==> src/rtl/sdram_boot_pkg.sv <==
package sdram_boot_pkg;

    typedef enum logic [3:0] {
        ST_QUIET,
        ST_PRECHARGE,
        ST_WAIT_RP,
        ST_REFRESH,
        ST_WAIT_RC,
        ST_MODE,
        ST_WAIT_MRD,
        ST_EXT_MODE,
        ST_WAIT_EXT,
        ST_DONE
    } boot_state_t;

    typedef enum logic [2:0] {
        CMD_NOP,
        CMD_PRE_ALL,
        CMD_REFRESH,
        CMD_MODE,
        CMD_EXT_MODE
    } boot_cmd_t;

    typedef struct packed {
        logic cs_n;
        logic ras_n;
        logic cas_n;
        logic we_n;
    } cmd_pins_t;

    function automatic int ceil_div(input int num, input int den);
        return (num + den - 1) / den;
    endfunction

    function automatic int at_least(input int value, input int floor_v);
        return (value < floor_v) ? floor_v : value;
    endfunction

    function automatic int max_of(input int a, input int b);
        return (a > b) ? a : b;
    endfunction

    function automatic cmd_pins_t pins_of(input boot_cmd_t c);
        cmd_pins_t p;
        unique case (c)
            CMD_PRE_ALL:  p = '{cs_n: 1'b0, ras_n: 1'b0, cas_n: 1'b1, we_n: 1'b0};
            CMD_REFRESH:  p = '{cs_n: 1'b0, ras_n: 1'b0, cas_n: 1'b0, we_n: 1'b1};
            CMD_MODE,
            CMD_EXT_MODE: p = '{cs_n: 1'b0, ras_n: 1'b0, cas_n: 1'b0, we_n: 1'b0};
            default:      p = '{cs_n: 1'b0, ras_n: 1'b1, cas_n: 1'b1, we_n: 1'b1};
        endcase
        return p;
    endfunction

endpackage

==> src/rtl/boot_wait_timer.sv <==
module boot_wait_timer #(
    parameter int CNT_W     = 16,
    parameter int RESET_VAL = 0
) (
    input  logic             clk,
    input  logic             rst_n,
    input  logic             load,
    input  logic [CNT_W-1:0] load_val,
    output logic             expired
);

    logic [CNT_W-1:0] count_q;

    always_ff @(posedge clk) begin
        if (!rst_n) begin
            count_q <= CNT_W'(RESET_VAL);
        end else if (load) begin
            count_q <= load_val;
        end else if (count_q != '0) begin
            count_q <= count_q - 1'b1;
        end
    end

    assign expired = (count_q == '0);

    // the count never rises on its own; it only reloads on request
    a_r3_timer_monotone: assert property (@(posedge clk) disable iff (!rst_n)
        (!load && count_q != '0) |=> (count_q == $past(count_q) - 1'b1))
        else $error("a_r3_timer_monotone");

endmodule

==> src/rtl/boot_mode_words.sv <==
module boot_mode_words #(
    parameter int ADDR_W       = 13,
    parameter int BA_W         = 2,
    parameter int BURST_CODE   = 3,
    parameter int INTERLEAVE   = 0,
    parameter int CAS_LATENCY  = 3,
    parameter int SINGLE_WRITE = 0,
    parameter int HALF_DRIVE   = 0,
    parameter int ARRAY_SPAN   = 0
) (
    output logic [ADDR_W-1:0] pre_all_addr,
    output logic [ADDR_W-1:0] mode_addr,
    output logic [ADDR_W-1:0] ext_addr,
    output logic [BA_W-1:0]   mode_ba,
    output logic [BA_W-1:0]   ext_ba
);

    localparam int BL_FIELD   = BURST_CODE % 8;
    localparam int BT_FIELD   = (INTERLEAVE != 0) ? 8 : 0;
    localparam int CL_FIELD   = (CAS_LATENCY % 8) * 16;
    localparam int WB_FIELD   = (SINGLE_WRITE != 0) ? 512 : 0;
    localparam int DS_FIELD   = (HALF_DRIVE != 0) ? 32 : 0;
    localparam int SPAN_FIELD = ARRAY_SPAN % 8;
    localparam int AP_FIELD   = 1024;

    localparam int MODE_INT = BL_FIELD + BT_FIELD + CL_FIELD + WB_FIELD;
    localparam int EXT_INT  = SPAN_FIELD + DS_FIELD;

    assign pre_all_addr = ADDR_W'(AP_FIELD);
    assign mode_addr    = ADDR_W'(MODE_INT);
    assign ext_addr     = ADDR_W'(EXT_INT);
    assign mode_ba      = '0;
    assign ext_ba       = BA_W'(2);

endmodule

==> src/rtl/boot_seq_fsm.sv <==
module boot_seq_fsm
    import sdram_boot_pkg::*;
#(
    parameter int CNT_W     = 16,
    parameter int RP_CYC    = 5,
    parameter int RC_CYC    = 16,
    parameter int MRD_CYC   = 2,
    parameter int REFRESHES = 2
) (
    input  logic             clk,
    input  logic             rst_n,
    input  logic             expired,
    output logic             timer_load,
    output logic [CNT_W-1:0] timer_val,
    output boot_cmd_t        cmd,
    output logic             done
);

    localparam int RF_W = $clog2(REFRESHES + 1);
    localparam logic [CNT_W-1:0] RP_LOAD  = CNT_W'(RP_CYC - 2);
    localparam logic [CNT_W-1:0] RC_LOAD  = CNT_W'(RC_CYC - 2);
    localparam logic [CNT_W-1:0] MRD_LOAD = CNT_W'(MRD_CYC - 2);

    boot_state_t      state_q, state_d;
    logic [RF_W-1:0]  refs_left_q;

    // state register and refresh counter
    always_ff @(posedge clk) begin
        if (!rst_n) begin
            state_q     <= ST_QUIET;
            refs_left_q <= RF_W'(REFRESHES);
        end else begin
            state_q <= state_d;
            if (state_q == ST_REFRESH) begin
                refs_left_q <= refs_left_q - 1'b1;
            end
        end
    end

    // next-state logic
    always_comb begin
        state_d = state_q;
        unique case (state_q)
            ST_QUIET:     if (expired) state_d = ST_PRECHARGE;
            ST_PRECHARGE: state_d = ST_WAIT_RP;
            ST_WAIT_RP:   if (expired) state_d = ST_REFRESH;
            ST_REFRESH:   state_d = ST_WAIT_RC;
            ST_WAIT_RC: begin
                if (expired) begin
                    state_d = (refs_left_q != '0) ? ST_REFRESH : ST_MODE;
                end
            end
            ST_MODE:      state_d = ST_WAIT_MRD;
            ST_WAIT_MRD:  if (expired) state_d = ST_EXT_MODE;
            ST_EXT_MODE:  state_d = ST_WAIT_EXT;
            ST_WAIT_EXT:  if (expired) state_d = ST_DONE;
            ST_DONE:      state_d = ST_DONE;
            default:      state_d = ST_QUIET;
        endcase
    end

    // outputs
    always_comb begin
        cmd        = CMD_NOP;
        timer_load = 1'b0;
        timer_val  = '0;
        done       = 1'b0;
        unique case (state_q)
            ST_PRECHARGE: begin
                cmd        = CMD_PRE_ALL;
                timer_load = 1'b1;
                timer_val  = RP_LOAD;
            end
            ST_REFRESH: begin
                cmd        = CMD_REFRESH;
                timer_load = 1'b1;
                timer_val  = RC_LOAD;
            end
            ST_MODE: begin
                cmd        = CMD_MODE;
                timer_load = 1'b1;
                timer_val  = MRD_LOAD;
            end
            ST_EXT_MODE: begin
                cmd        = CMD_EXT_MODE;
                timer_load = 1'b1;
                timer_val  = MRD_LOAD;
            end
            ST_DONE:     done = 1'b1;
            default:     cmd  = CMD_NOP;
        endcase
    end

    // the mode-register set only follows once every refresh is used up
    a_r4_all_refreshes: assert property (@(posedge clk) disable iff (!rst_n)
        (state_q == ST_MODE) |-> (refs_left_q == '0))
        else $error("a_r4_all_refreshes");

    // the done state is left only through reset
    a_r9_done_holds: assert property (@(posedge clk) disable iff (!rst_n)
        (state_q == ST_DONE) |=> (state_q == ST_DONE))
        else $error("a_r9_done_holds");

endmodule

==> src/rtl/sdram_boot_seq.sv <==
module sdram_boot_seq
    import sdram_boot_pkg::*;
#(
    parameter int CLK_PERIOD_PS    = 4000,
    parameter int QUIET_US         = 200,
    parameter int SIM_QUIET_CYCLES = 0,
    parameter int T_RP_PS          = 18000,
    parameter int T_RC_PS          = 63000,
    parameter int MRD_CLK          = 2,
    parameter int REFRESHES        = 2,
    parameter int ADDR_W           = 13,
    parameter int BA_W             = 2,
    parameter int BURST_CODE       = 3,
    parameter int INTERLEAVE       = 0,
    parameter int CAS_LATENCY      = 3,
    parameter int SINGLE_WRITE     = 0,
    parameter int HALF_DRIVE       = 0,
    parameter int ARRAY_SPAN       = 0
) (
    input  logic              clk,
    input  logic              rst_n,
    output logic              sd_cke,
    output logic              sd_cs_n,
    output logic              sd_ras_n,
    output logic              sd_cas_n,
    output logic              sd_we_n,
    output logic [BA_W-1:0]   sd_ba,
    output logic [ADDR_W-1:0] sd_addr,
    output logic              init_done
);

    localparam int QUIET_REAL = ceil_div(QUIET_US * 1000, CLK_PERIOD_PS) * 1000;
    localparam int QUIET_CYC  = at_least((SIM_QUIET_CYCLES != 0) ? SIM_QUIET_CYCLES : QUIET_REAL, 1);
    localparam int RP_CYC     = at_least(ceil_div(T_RP_PS, CLK_PERIOD_PS), 2);
    localparam int RC_CYC     = at_least(ceil_div(T_RC_PS, CLK_PERIOD_PS), 2);
    localparam int MRD_CYC    = at_least(MRD_CLK, 2);
    localparam int REF_N      = at_least(REFRESHES, 2);
    localparam int GAP_MAX    = max_of(max_of(RP_CYC, RC_CYC), MRD_CYC);
    localparam int CNT_W      = $clog2(max_of(QUIET_CYC, GAP_MAX) + 1);
    localparam int SW         = $clog2(GAP_MAX + 2);

    logic             expired;
    logic             timer_load;
    logic [CNT_W-1:0] timer_val;
    boot_cmd_t        cmd;
    logic             done;
    cmd_pins_t        pins;

    logic [ADDR_W-1:0] pre_all_addr, mode_addr, ext_addr;
    logic [BA_W-1:0]   mode_ba, ext_ba;

    boot_seq_fsm #(
        .CNT_W     (CNT_W),
        .RP_CYC    (RP_CYC),
        .RC_CYC    (RC_CYC),
        .MRD_CYC   (MRD_CYC),
        .REFRESHES (REF_N)
    ) u_fsm (
        .clk        (clk),
        .rst_n      (rst_n),
        .expired    (expired),
        .timer_load (timer_load),
        .timer_val  (timer_val),
        .cmd        (cmd),
        .done       (done)
    );

    boot_wait_timer #(
        .CNT_W     (CNT_W),
        .RESET_VAL (QUIET_CYC - 1)
    ) u_timer (
        .clk      (clk),
        .rst_n    (rst_n),
        .load     (timer_load),
        .load_val (timer_val),
        .expired  (expired)
    );

    boot_mode_words #(
        .ADDR_W       (ADDR_W),
        .BA_W         (BA_W),
        .BURST_CODE   (BURST_CODE),
        .INTERLEAVE   (INTERLEAVE),
        .CAS_LATENCY  (CAS_LATENCY),
        .SINGLE_WRITE (SINGLE_WRITE),
        .HALF_DRIVE   (HALF_DRIVE),
        .ARRAY_SPAN   (ARRAY_SPAN)
    ) u_words (
        .pre_all_addr (pre_all_addr),
        .mode_addr    (mode_addr),
        .ext_addr     (ext_addr),
        .mode_ba      (mode_ba),
        .ext_ba       (ext_ba)
    );

    // pin decode
    always_comb begin
        pins    = pins_of(cmd);
        sd_addr = '0;
        sd_ba   = '0;
        unique case (cmd)
            CMD_PRE_ALL:  sd_addr = pre_all_addr;
            CMD_MODE: begin
                sd_addr = mode_addr;
                sd_ba   = mode_ba;
            end
            CMD_EXT_MODE: begin
                sd_addr = ext_addr;
                sd_ba   = ext_ba;
            end
            default: begin
                sd_addr = '0;
                sd_ba   = '0;
            end
        endcase
    end

    assign sd_cke    = 1'b1;
    assign sd_cs_n   = pins.cs_n;
    assign sd_ras_n  = pins.ras_n;
    assign sd_cas_n  = pins.cas_n;
    assign sd_we_n   = pins.we_n;
    assign init_done = done;

    // checker state: last command issued and the clocks since it
    boot_cmd_t     chk_last_cmd;
    logic [SW-1:0] chk_since;

    always_ff @(posedge clk) begin
        if (!rst_n) begin
            chk_last_cmd <= CMD_NOP;
            chk_since    <= '0;
        end else if (cmd != CMD_NOP) begin
            chk_last_cmd <= cmd;
            chk_since    <= SW'(1);
        end else if (chk_since != '1) begin
            chk_since <= chk_since + 1'b1;
        end
    end

    a_r2_precharge_first: assert property (@(posedge clk) disable iff (!rst_n)
        (cmd == CMD_PRE_ALL) |-> (chk_last_cmd == CMD_NOP))
        else $error("a_r2_precharge_first");

    a_r3_first_refresh_gap: assert property (@(posedge clk) disable iff (!rst_n)
        (cmd == CMD_REFRESH && chk_last_cmd == CMD_PRE_ALL) |-> (chk_since == SW'(RP_CYC)))
        else $error("a_r3_first_refresh_gap");

    a_r4_refresh_gap: assert property (@(posedge clk) disable iff (!rst_n)
        (cmd == CMD_REFRESH && chk_last_cmd == CMD_REFRESH) |-> (chk_since == SW'(RC_CYC)))
        else $error("a_r4_refresh_gap");

    a_r5_mode_after_refresh: assert property (@(posedge clk) disable iff (!rst_n)
        (cmd == CMD_MODE) |-> (chk_last_cmd == CMD_REFRESH && chk_since == SW'(RC_CYC)))
        else $error("a_r5_mode_after_refresh");

    a_r6_ext_gap: assert property (@(posedge clk) disable iff (!rst_n)
        (cmd == CMD_EXT_MODE) |-> (chk_last_cmd == CMD_MODE && chk_since == SW'(MRD_CYC)))
        else $error("a_r6_ext_gap");

    a_r7_done_gap: assert property (@(posedge clk) disable iff (!rst_n)
        $rose(init_done) |-> (chk_last_cmd == CMD_EXT_MODE && chk_since == SW'(MRD_CYC)))
        else $error("a_r7_done_gap");

    a_r7_done_sticky: assert property (@(posedge clk) disable iff (!rst_n)
        init_done |=> init_done)
        else $error("a_r7_done_sticky");

    a_r8_idle_pins: assert property (@(posedge clk) disable iff (!rst_n)
        init_done |-> ({sd_cs_n, sd_ras_n, sd_cas_n, sd_we_n} == 4'b0111 && sd_addr == '0))
        else $error("a_r8_idle_pins");

endmodule

==> config.mk <==
export PLATFORM = sky130hd
export DESIGN_NAME = sdram_boot_seq
export DESIGN_NICKNAME = d
export VERILOG_FILES = /design/src/rtl/sdram_boot_pkg.sv /design/src/rtl/boot_wait_timer.sv /design/src/rtl/boot_mode_words.sv /design/src/rtl/boot_seq_fsm.sv /design/src/rtl/sdram_boot_seq.sv
export SDC_FILE = /design/constraint.sdc
export NUM_CORES = 1
export LEC_CHECK = 0
export BUFFER_PORTS_ARGS = -buffer_cell sky130_fd_sc_hd__buf_2
export CAP_MARGIN = 0
export CORE_ASPECT_RATIO = 0.5
export CORE_MARGIN = 2
export CORE_UTILIZATION = 53
export CTS_CLUSTER_DIAMETER = 60
export DETAILED_ROUTE_END_ITERATION = 16
export PLACE_DENSITY = 0.82
export SETUP_SLACK_MARGIN = 0.15
export SYNTH_ARGS = -nofsm -noshare
export SYNTH_HDL_FRONTEND = slang
export SYNTH_HIERARCHICAL = 1
export SYNTH_SLANG_ARGS = --single-unit
==> constraint.sdc <==
create_clock -name clk -period 1.9 [get_ports clk]
set_input_delay 0.285 -clock clk [delete_from_list [all_inputs] [get_ports clk]]
set_output_delay 0.285 -clock clk [all_outputs]
set_load 0.005 [all_outputs]
# Word-level counts from Yosys, hierarchy flattened
# Index checks and enable logic that the tools add are counted.
# W data, S select, Z words.
[word_totals] ff_bits=22 latchBits=0 ram_bits=0 rom_bits=0 inputBits=2 output_inout_bits=21 elab_cells=47 mem_count=0
[op_classes] n_addsub=2 mul=0 div_mod_pow=0 order_cmp=0 n_eq_ne=18 n_shift=0 muxes=16 n_bitwise=0 n_reduce_logical=8
[op_table] op="$pmux W4 S10" count=1
[op_table] op="$mux W16" count=2
[op_table] op="$pmux W11 S2" count=1
[op_table] op="$mux W4" count=5
[op_table] op="$eq A4 B3 Y1 const B" count=4
[op_table] op="$logic_not A16 Y1" count=1
[op_table] op="$reduce_bool A16 Y1" count=1
[op_table] op="$sub A16 B1 Y16 const B" count=1
[op_table] op="$pmux W3 S4" count=1
[op_table] op="$ne A2 B2 Y1 const B" count=5
[op_table] op="$pmux W3 S3" count=1
[op_table] op="$eq A4 B2 Y1 const B" count=2
[op_table] op="$eq A4 B4 Y1 const B" count=2
[op_table] op="$pmux W4 S2" count=1
[op_table] op="$eq A3 B2 Y1 const B" count=2
[op_table] op="$reduce_and A5 Y1" count=1
[op_table] op="$eq A4 B1 Y1 const B" count=1
[op_table] op="$logic_not A4 Y1" count=1
[op_table] op="$reduce_bool A2 Y1" count=2
[op_table] op="$reduce_or A4 Y1" count=1
[op_table] op="$eq A3 B1 Y1 const B" count=1
[op_table] op="$eq A3 B3 Y1 const B" count=1
[op_table] op="$mux W3" count=1
[op_table] op="$mux W1" count=2
[op_table] op="3 further kinds" count=3

# Logic depth before layout (Yosys ltp)
# Gate-level depths: netlist of the first run.
[logic_depth] word_depth=5 depth_mapped=8 depth_no_buf=7

# Modules after synthesis
# The synthesis of the first run kept the hierarchy.
[modules_own_cells] mod="boot_wait_timer" n_inst=1 cells_per_inst=105 area_per_inst_um2=923.4 seq_area_each_um2=320.3
[modules_own_cells] mod="boot_seq_fsm" n_inst=1 cells_per_inst=54 area_per_inst_um2=444.2 seq_area_each_um2=120.1
[modules_own_cells] mod="sdram_boot_seq" n_inst=1 cells_per_inst=44 area_per_inst_um2=375.4 seq_area_each_um2=0.0
[modules_own_cells] mod="boot_mode_words" n_inst=1 cells_per_inst=45 area_per_inst_um2=330.3 seq_area_each_um2=0.0

# Worst setup path before layout of the first run
# Ideal clock, no wire load.
[synth_timing] kind="flip-flop to flip-flop" from="register u_timer.count_q[11]" to="register u_timer.count_q[8]" t_arrival_ns=1.647 t_required_ns=1.767 slack_ns=0.120 stages_incl_launch_ff=7 synth_period_minus_slack_ns=1.780 cell_sequence="dfxtp_1 -> or2_1 -> buf_6 -> or4_4 -> o311a_1 -> a211oi_2 -> o21ai_1"
[synth_between] elab_chain_cells=2
[synth_lines] item="start: declaration" line_no="boot_wait_timer.sv:12" rtl="logic [CNT_W-1:0] count_q;"
[synth_lines] item="start signal: assignment" line_no="boot_wait_timer.sv:16" rtl="count_q <= CNT_W'(RESET_VAL);"
[synth_lines] item="start signal: assignment" line_no="boot_wait_timer.sv:18" rtl="count_q <= load_val;"
[synth_lines] item="start signal: assignment" line_no="boot_wait_timer.sv:20" rtl="count_q <= count_q - 1'b1;"
[synth_lines] item="$reduce_bool A16 Y1" line_no="boot_wait_timer.sv:19" rtl="end else if (count_q != '0) begin"
[synth_lines] item="$reduce_bool A2 Y1 (no line)"
# Every way passes these cells.
# A chain may end at the register's enable or synchronous reset.

# Final worst setup path of the first run
[layout_timing] from="register u_timer.count_q[3]" to="register u_timer.count_q[1]"
# The elaborated chain is that of the path after synthesis.

==> impl_metrics.csv, run 1 <==
group,metric,value,unit
status,outcome,"finished, final reports clean",
die,die_x,92.5,um
die,die_y,48.2,um
critical_path,start_kind,"register",
grt,gr-total-overflow,0,
critical_path,cp-end-kind,"register",
critical_path,critical-path-slowest-cell,"nor4_4",
critical_path,worstPathCellList,"nor4_4 -> buf_4 -> nand4b_4 -> nor2_4 -> mux2_4 -> o211ai_1",
critical_path,crit_required,2090,ps
grt,grt_max_degree,25,
sta,period_share,0.965,
critical_path,cp_top_family,"simple AND/OR/NAND/NOR gates",
placed_design,place_area,0.00197,mm2
route,detail_route.wl_per_cell,13.6,um
cells_and_area,insertedDiodeCount,0,
route,ant_nets,0,
critical_path,path_class,"register to register",
cells_and_area,area_growth,23.5,%
power,p_per_area,342,mW/mm2
sta,fin_crit,1830,ps
power,power,0.000877,W
critical_path,critPathArrivalTime,2020,ps
critical_path,slowest_delay,370,ps
grt,antenna_found_initial,0,
grt,grt_first_pass_wirelength,6.64,mm
power,vdd_drop_max,0.000293,V
cells_and_area,final_cell_mix,"57 x conb_1, 28 x buf_4, 13 x dfxtp_1, 13 x nand2_1, 11 x buf_2",
clock_tree,clkSlewWorstSetupHoldPaths,80,ps
route,first_pass_iters,4,
die,core_area,0.00358,mm2
cells_and_area,stdcell_area,0.00256,mm2
clock_tree,cts_tree,"yes",
sta,relSlewSlack,0.618,
synth,synth.distinct_cells,54,
critical_path,critPathBufInv,1,
clock_tree,clk_path_buf_depth,2,
cells_and_area,layout_commonest_cell,"conb_1",
sta,timing.fmax,545,MHz
die,rows,15,
sta,holdWs,403,ps
grt,grt_usage,0.194,
route,drtIter0Drc,49,
min_path,hold_path_class,"primary input to register",
synth,ys.warnings.count,6,
clock_tree,h-tree-depth,1,
synth,ys_ff_latch,22,
clock_tree,root_buffer,"clkbuf_8",
route,drt-total-wl,4.57,mm
synth,synth_cells,248,
placed_design,gp_congestion,0.808,
synth,ys_seq_area_frac,0.212,
synth,syn_area,0.00207,mm2
synth,synth_area_per_cell,8.36,um2
clock_tree,cts_made_buffers,3,
power,p_leak,1.06,nW
die,initial_core_util,0.578,
grt,grt_pass1_vias,1481,
placed_design,port_buffers,11,
flow_run,max-cap-violations,0,
synth,ys.flop_type,"dfxtp_1",
sta,rsz0062_at_grt,"true",
die,ioPinCount,23,
sta,hold_viol_final,0,
sta,fin_skew,1.98,ps
cells_and_area,fin_util,0.714,
synth,synth-edff-count,0,
sta,report.final.slew_viol_count,0,
sta,worstMarginPinSlew,567,ps
cells_and_area,drive_gt1_frac,0.382,
route,vias,1655,
placed_design,dp_hpwl,2.55,mm
sta,finalSetupViolCount,0,
die,die_area,0.00446,mm2
clock_tree,cts_sinks,22,
cells_and_area,nets,290,
route,drcViolationCount,0,
route,viasPerCell,4.93,
synth,async_flop_share,0,
critical_path,path_max_fanout,4,
clock_tree,clock_latency,260,ps
where the power goes:
| group | total (W) | leakage (nW) | switching, W | internal [W] |
|---|---|---|---|---|
| sequential | 0.000468 | 0.181 | 0.00000532 | 0.000463 |
| combinational | 0.0000711 | 0.852 | 0.0000465 | 0.0000247 |
| clock | 0.000337 | 0.0288 | 0.000152 | 0.000185 |
| total | 0.000877 | 1.06 | 0.000204 | 0.000672 |
registers in the layout (all words and copies together), names as in the netlist:
signal	count
u_fsm/state_q	4
u_timer/count_q	16
u_fsm/refs_left_q	2
repair_timing:
item,CTS,global route
hold buffers,0,0
setup buffers,15,13
pin swaps,3,22
resized for setup,18,54
endpoints found under the setup margin,12,24
layer usage:
metal	track usage	up-vias	part of all wire
met5	0	-	0
met4	0.0806	0	0.016
met3	0.0340	8	0.034
met2	0.391	40	0.55
met1	0.216	773	0.40
li1	-	834	-
through the flow:
stage,setup WS (ps),setup TNS [ps],instances
6_report,65.9,0,336
3_3_place_gp,108,0,304
5_1_grt,-67.0,-159,336
2_1_floorplan,121,0,300
3_5_place_dp,20.4,0,304
4_1_cts,77.8,0,323
area by class of cell:
class                   instances  area, um2
repair buffers                 51        403
multi-input cells             201       1550
well taps                      51       63.8
clock buffers                   4       55.1
inverters                       7       30.0
flip-flops and latches         22        457
fillers                       250       1020
path summary, 6_finish.rpt:
path / slack, ps / end / startpoint / depth (start not counted)
max: 70 / u_timer/count_q[1] / u_timer/count_q[3] / 6
min: 400 / u_timer/count_q[0] / rst_n / 2
max reg2reg: 70 / u_timer/count_q[1] / u_timer/count_q[3] / 6
min reg2reg: 490 / u_timer/count_q[12] / u_timer/count_q[12] / 2
synth_stat cells (4+ instances only):
library cell	instances	area share
mux2i_1	14	0.068
nor3_1	5	0.012
inv_1	6	0.011
conb_1	5	0.0091
xnor2_1	11	0.046
dfxtp_1	22	0.21
o21ai_0	5	0.012
clkbuf_1	4	0.0072
buf_6	4	0.022
o31ai_1	4	0.014
buf_4	58	0.21
and2_1	4	0.012
o2bb2ai_1	13	0.055
nand2_1	15	0.027
nor2_1	13	0.024
a21oi_1	7	0.017
worst register-to-register path, cell delays in order, from the launching register on:
cell	delay [ps]
dfxtp_4	360
nor4_4	370
buf_4	190
nand4b_4	140
nor2_4	230
mux2_4	320
o211ai_1	160
logic make-up (layout without fill, tap and decap cells):
logic type | count (synthesis) | in the layout | synth area share
compound gates | 50 | 50 | 0.185
xor+xnor | 14 | 14 | 0.0591
fa+ha+maj | 2 | 2 | 0.0121
buf+inv | 77 | 62 | 0.261
flops | 22 | 22 | 0.212
mux | 15 | 15 | 0.0730
other cells | 5 | 57 | 0.00905
simple gates | 63 | 63 | 0.188
Note: power is estimated with default switching activity, not from simulation.
==> run 2: changes to the inputs <==
--- a/config.mk
+++ b/config.mk
@@ -5,8 +5,8 @@
 export SDC_FILE = /design/constraint.sdc
 export NUM_CORES = 1
 export LEC_CHECK = 0
-export BUFFER_PORTS_ARGS = -buffer_cell sky130_fd_sc_hd__buf_2
-export CAP_MARGIN = 0
+export BUFFER_PORTS_ARGS = -buffer_cell sky130_fd_sc_hd__clkbuf_2
+export CAP_MARGIN = 30
 export CORE_ASPECT_RATIO = 0.5
 export CORE_MARGIN = 2
 export CORE_UTILIZATION = 53
==> constraint.sdc (replaced) <==
create_clock -name clk -period 1.9 [get_ports clk]
set_input_delay 0.19 -clock clk [delete_from_list [all_inputs] [get_ports clk]]
set_output_delay 0.19 -clock clk [all_outputs]
set_load 0.005 [all_outputs]
==> run 2 against run 1 <==
Worst setup slack better by 52 ps. Sequential cell count stayed put. Fmax is 2.9% higher. Global-route usage is 1.9 points lower. Clock power is 31% higher. Register-to-register slack better by 90 ps. Power is 11% higher. Design area is 11% lower. Sequential power hardly changed. Critical endpoint is now sd_ba[1].
==> impl_metrics.csv, run 2 (same netlist as run 1, synthesis figures left out) <==
group,metric,value,unit
status,outcome,"finished, final reports clean",
route,detail_route.wl_per_cell,12.1,um
critical_path,r2r-start,"u_timer/count_q[11]",
grt,antenna_found_initial,0,
cells_and_area,stdcell_count,324,
route,drt-total-wl,3.92,mm
power,power.clock.fraction,0.454,
sta,holdWs,347,ps
sta,fin_crit,1780,ps
sta,hold_viol_final,0,
clock_tree,clk_path_buf_depth,2,
critical_path,critPathArrivalTime,1590,ps
placed_design,dp_cells,302,
route,first_pass_iters,4,
clock_tree,cts_sinks,22,
route,ant_nets,0,
power,switching_power,0.000203,W
grt,grt_max_degree,25,
min_path,hold_path_class,"primary input to register",
power,switching_share,0.209,
critical_path,critical-path-slowest-cell,"dfxtp_2",
die,die_area,0.00446,mm2
power,p_leak,0.943,nW
grt,grt_usage,0.175,
die,ioPinCount,23,
critical_path,slowest_delay,330,ps
cells_and_area,drive_gt1_frac,0.260,
cells_and_area,nets,278,
power,p_per_area,425,mW/mm2
min_path,holdCritStartpoint,"rst_n",
critical_path,r2r_end,"u_timer/count_q[1]",
clock_tree,cts_tree,"yes",
sta,finalSetupViolCount,0,
sta,period_share,0.938,
power,vdd_drop_max,0.000269,V
critical_path,cp-end-kind,"primary output",
placed_design,dp_hpwl,2.52,mm
critical_path,r2r_cells,5,
critical_path,crit_required,1710,ps
route,drcViolationCount,0,
die,core_area,0.00358,mm2
grt,grt_first_pass_wirelength,6.12,mm
die,initial_core_util,0.578,
clock_tree,clock_latency,270,ps
power,power,0.000970,W
cells_and_area,largest_reg_flops,16,
sta,fin_skew,6.52,ps
clock_tree,clkSlewWorstSetupHoldPaths,80,ps
min_path,min_path_cells,2,
cells_and_area,insertedDiodeCount,0,
power,power_frac_seq,0.484,
critical_path,path_max_fanout,5,
cells_and_area,layout_commonest_cell,"conb_1",
critical_path,worstPathCellList,"nand2b_4 -> inv_2 -> and3_4 -> nor3b_4 -> a22o_1 -> clkbuf_2",
cells_and_area,top_register,"u_timer/count_q",
placed_design,port_buffers,11,
cells_and_area,reg_top3,"u_timer/count_q (16), u_fsm/state_q (4), u_fsm/refs_left_q (2)",
die,rows,15,
critical_path,start_kind,"register",
critical_path,path_class,"register to primary output",
clock_tree,h-tree-depth,1,
power,combPwrFrac,0.063,
sta,rsz0062_at_grt,"true",
cells_and_area,area_growth,10.2,%
clock_tree,ctsHoldBuffers,0,
die,die_y,48.2,um
placed_design,gp_congestion,0.897,
route,drtIter0Drc,90,
flow_run,max-cap-violations,0,
grt,grt_pass1_vias,1444,
clock_tree,root_buffer,"clkbuf_8",
cells_and_area,final_cell_mix,"57 x conb_1, 24 x buf_4, 17 x dfxtp_1",
die,die_x,92.5,um
sta,report.final.slew_viol_count,0,
route,vias,1611,
route,viasPerCell,4.97,
min_path,min_to,"u_timer/count_q[0]",
sta,fin_tns_setup,0,ps
clock_tree,cts_made_buffers,3,
grt,gr-total-overflow,0,
critical_path,reg2reg_slack,160,ps
sta,timing.fmax,561,MHz
power,p_int,0.000767,W
## run 2: cell count changes in the layout (fill, tap and decap cells not counted), sizes merged
cell,previous run,this run
bufinv,0,1
clkbuf,5,13
inv,6,7
buf,50,29
clkinvlp,1,0
## run 2: metal layers
| layer | global-route usage | share of wire |
|---|---|---|
| met5 | 0 | 0 |
| met4 | 0.0836 | 0.025 |
| met3 | 0.0263 | 0.033 |
| met2 | 0.375 | 0.53 |
| met1 | 0.181 | 0.41 |
## run 2: worst max-delay path: cells and delay by family (launching register included)
family | cells | cell delay [ps]
simple gates | 3 | 630
compound gates | 1 | 190
flops | 1 | 330
buf+inv | 2 | 180
## run 2: worst max path at each step
stage,from,end,slack [ps]
6_report,u_fsm/state_q[3],sd_ba[1],120
5_1_grt,u_fsm/state_q[3],sd_ba[1],60
4_1_cts,u_timer/count_q[11],u_timer/count_q[8],130
3_5_place_dp,u_timer/count_q[6],u_timer/count_q[1],50
3_3_place_gp,u_timer/count_q[6],u_timer/count_q[1],120
2_1_floorplan,u_timer/count_q[11],u_timer/count_q[8],120
## run 2: area by class of cell
type | count | area (um2)
Fill cell | 264 | 1300
Timing Repair Buffer | 39 | 280
Tap cell | 51 | 63.8
Sequential cell | 22 | 449
Clock buffer | 3 | 41.3
Inverter | 7 | 26.3
Clock inverter | 1 | 30.0
Multi-Input combinational cell | 201 | 1390
## run 2: power groups by stage
stage	registers (W)	logic (W)	clock network (W)
after CTS	0.000470	0.0000560	0.000447
final	0.000470	0.0000607	0.000440
after floorplan	0.000481	0.000126	0
after global placement	0.000482	0.0000490	0
after global routing	0.000471	0.0000720	0.000469
after detailed placement	0.000481	0.0000523	0
## run 2: per-stage QoR
step	util	area, um2	setup WS (ps)
CTS	0.601	2160	131
global placement	0.544	1950	116
floorplan	-	2270	121
detailed placement	0.544	1950	45.1
finish	0.637	2280	118
global route	0.637	2280	62.6
## run 2: repair_timing
item / in CTS / in global routing
cloned: 0 / 0
buffers inserted: 10 / 8
pin swaps: 3 / 9
resized for setup: 15 / 14
setup endpoints to repair: 14 / 22
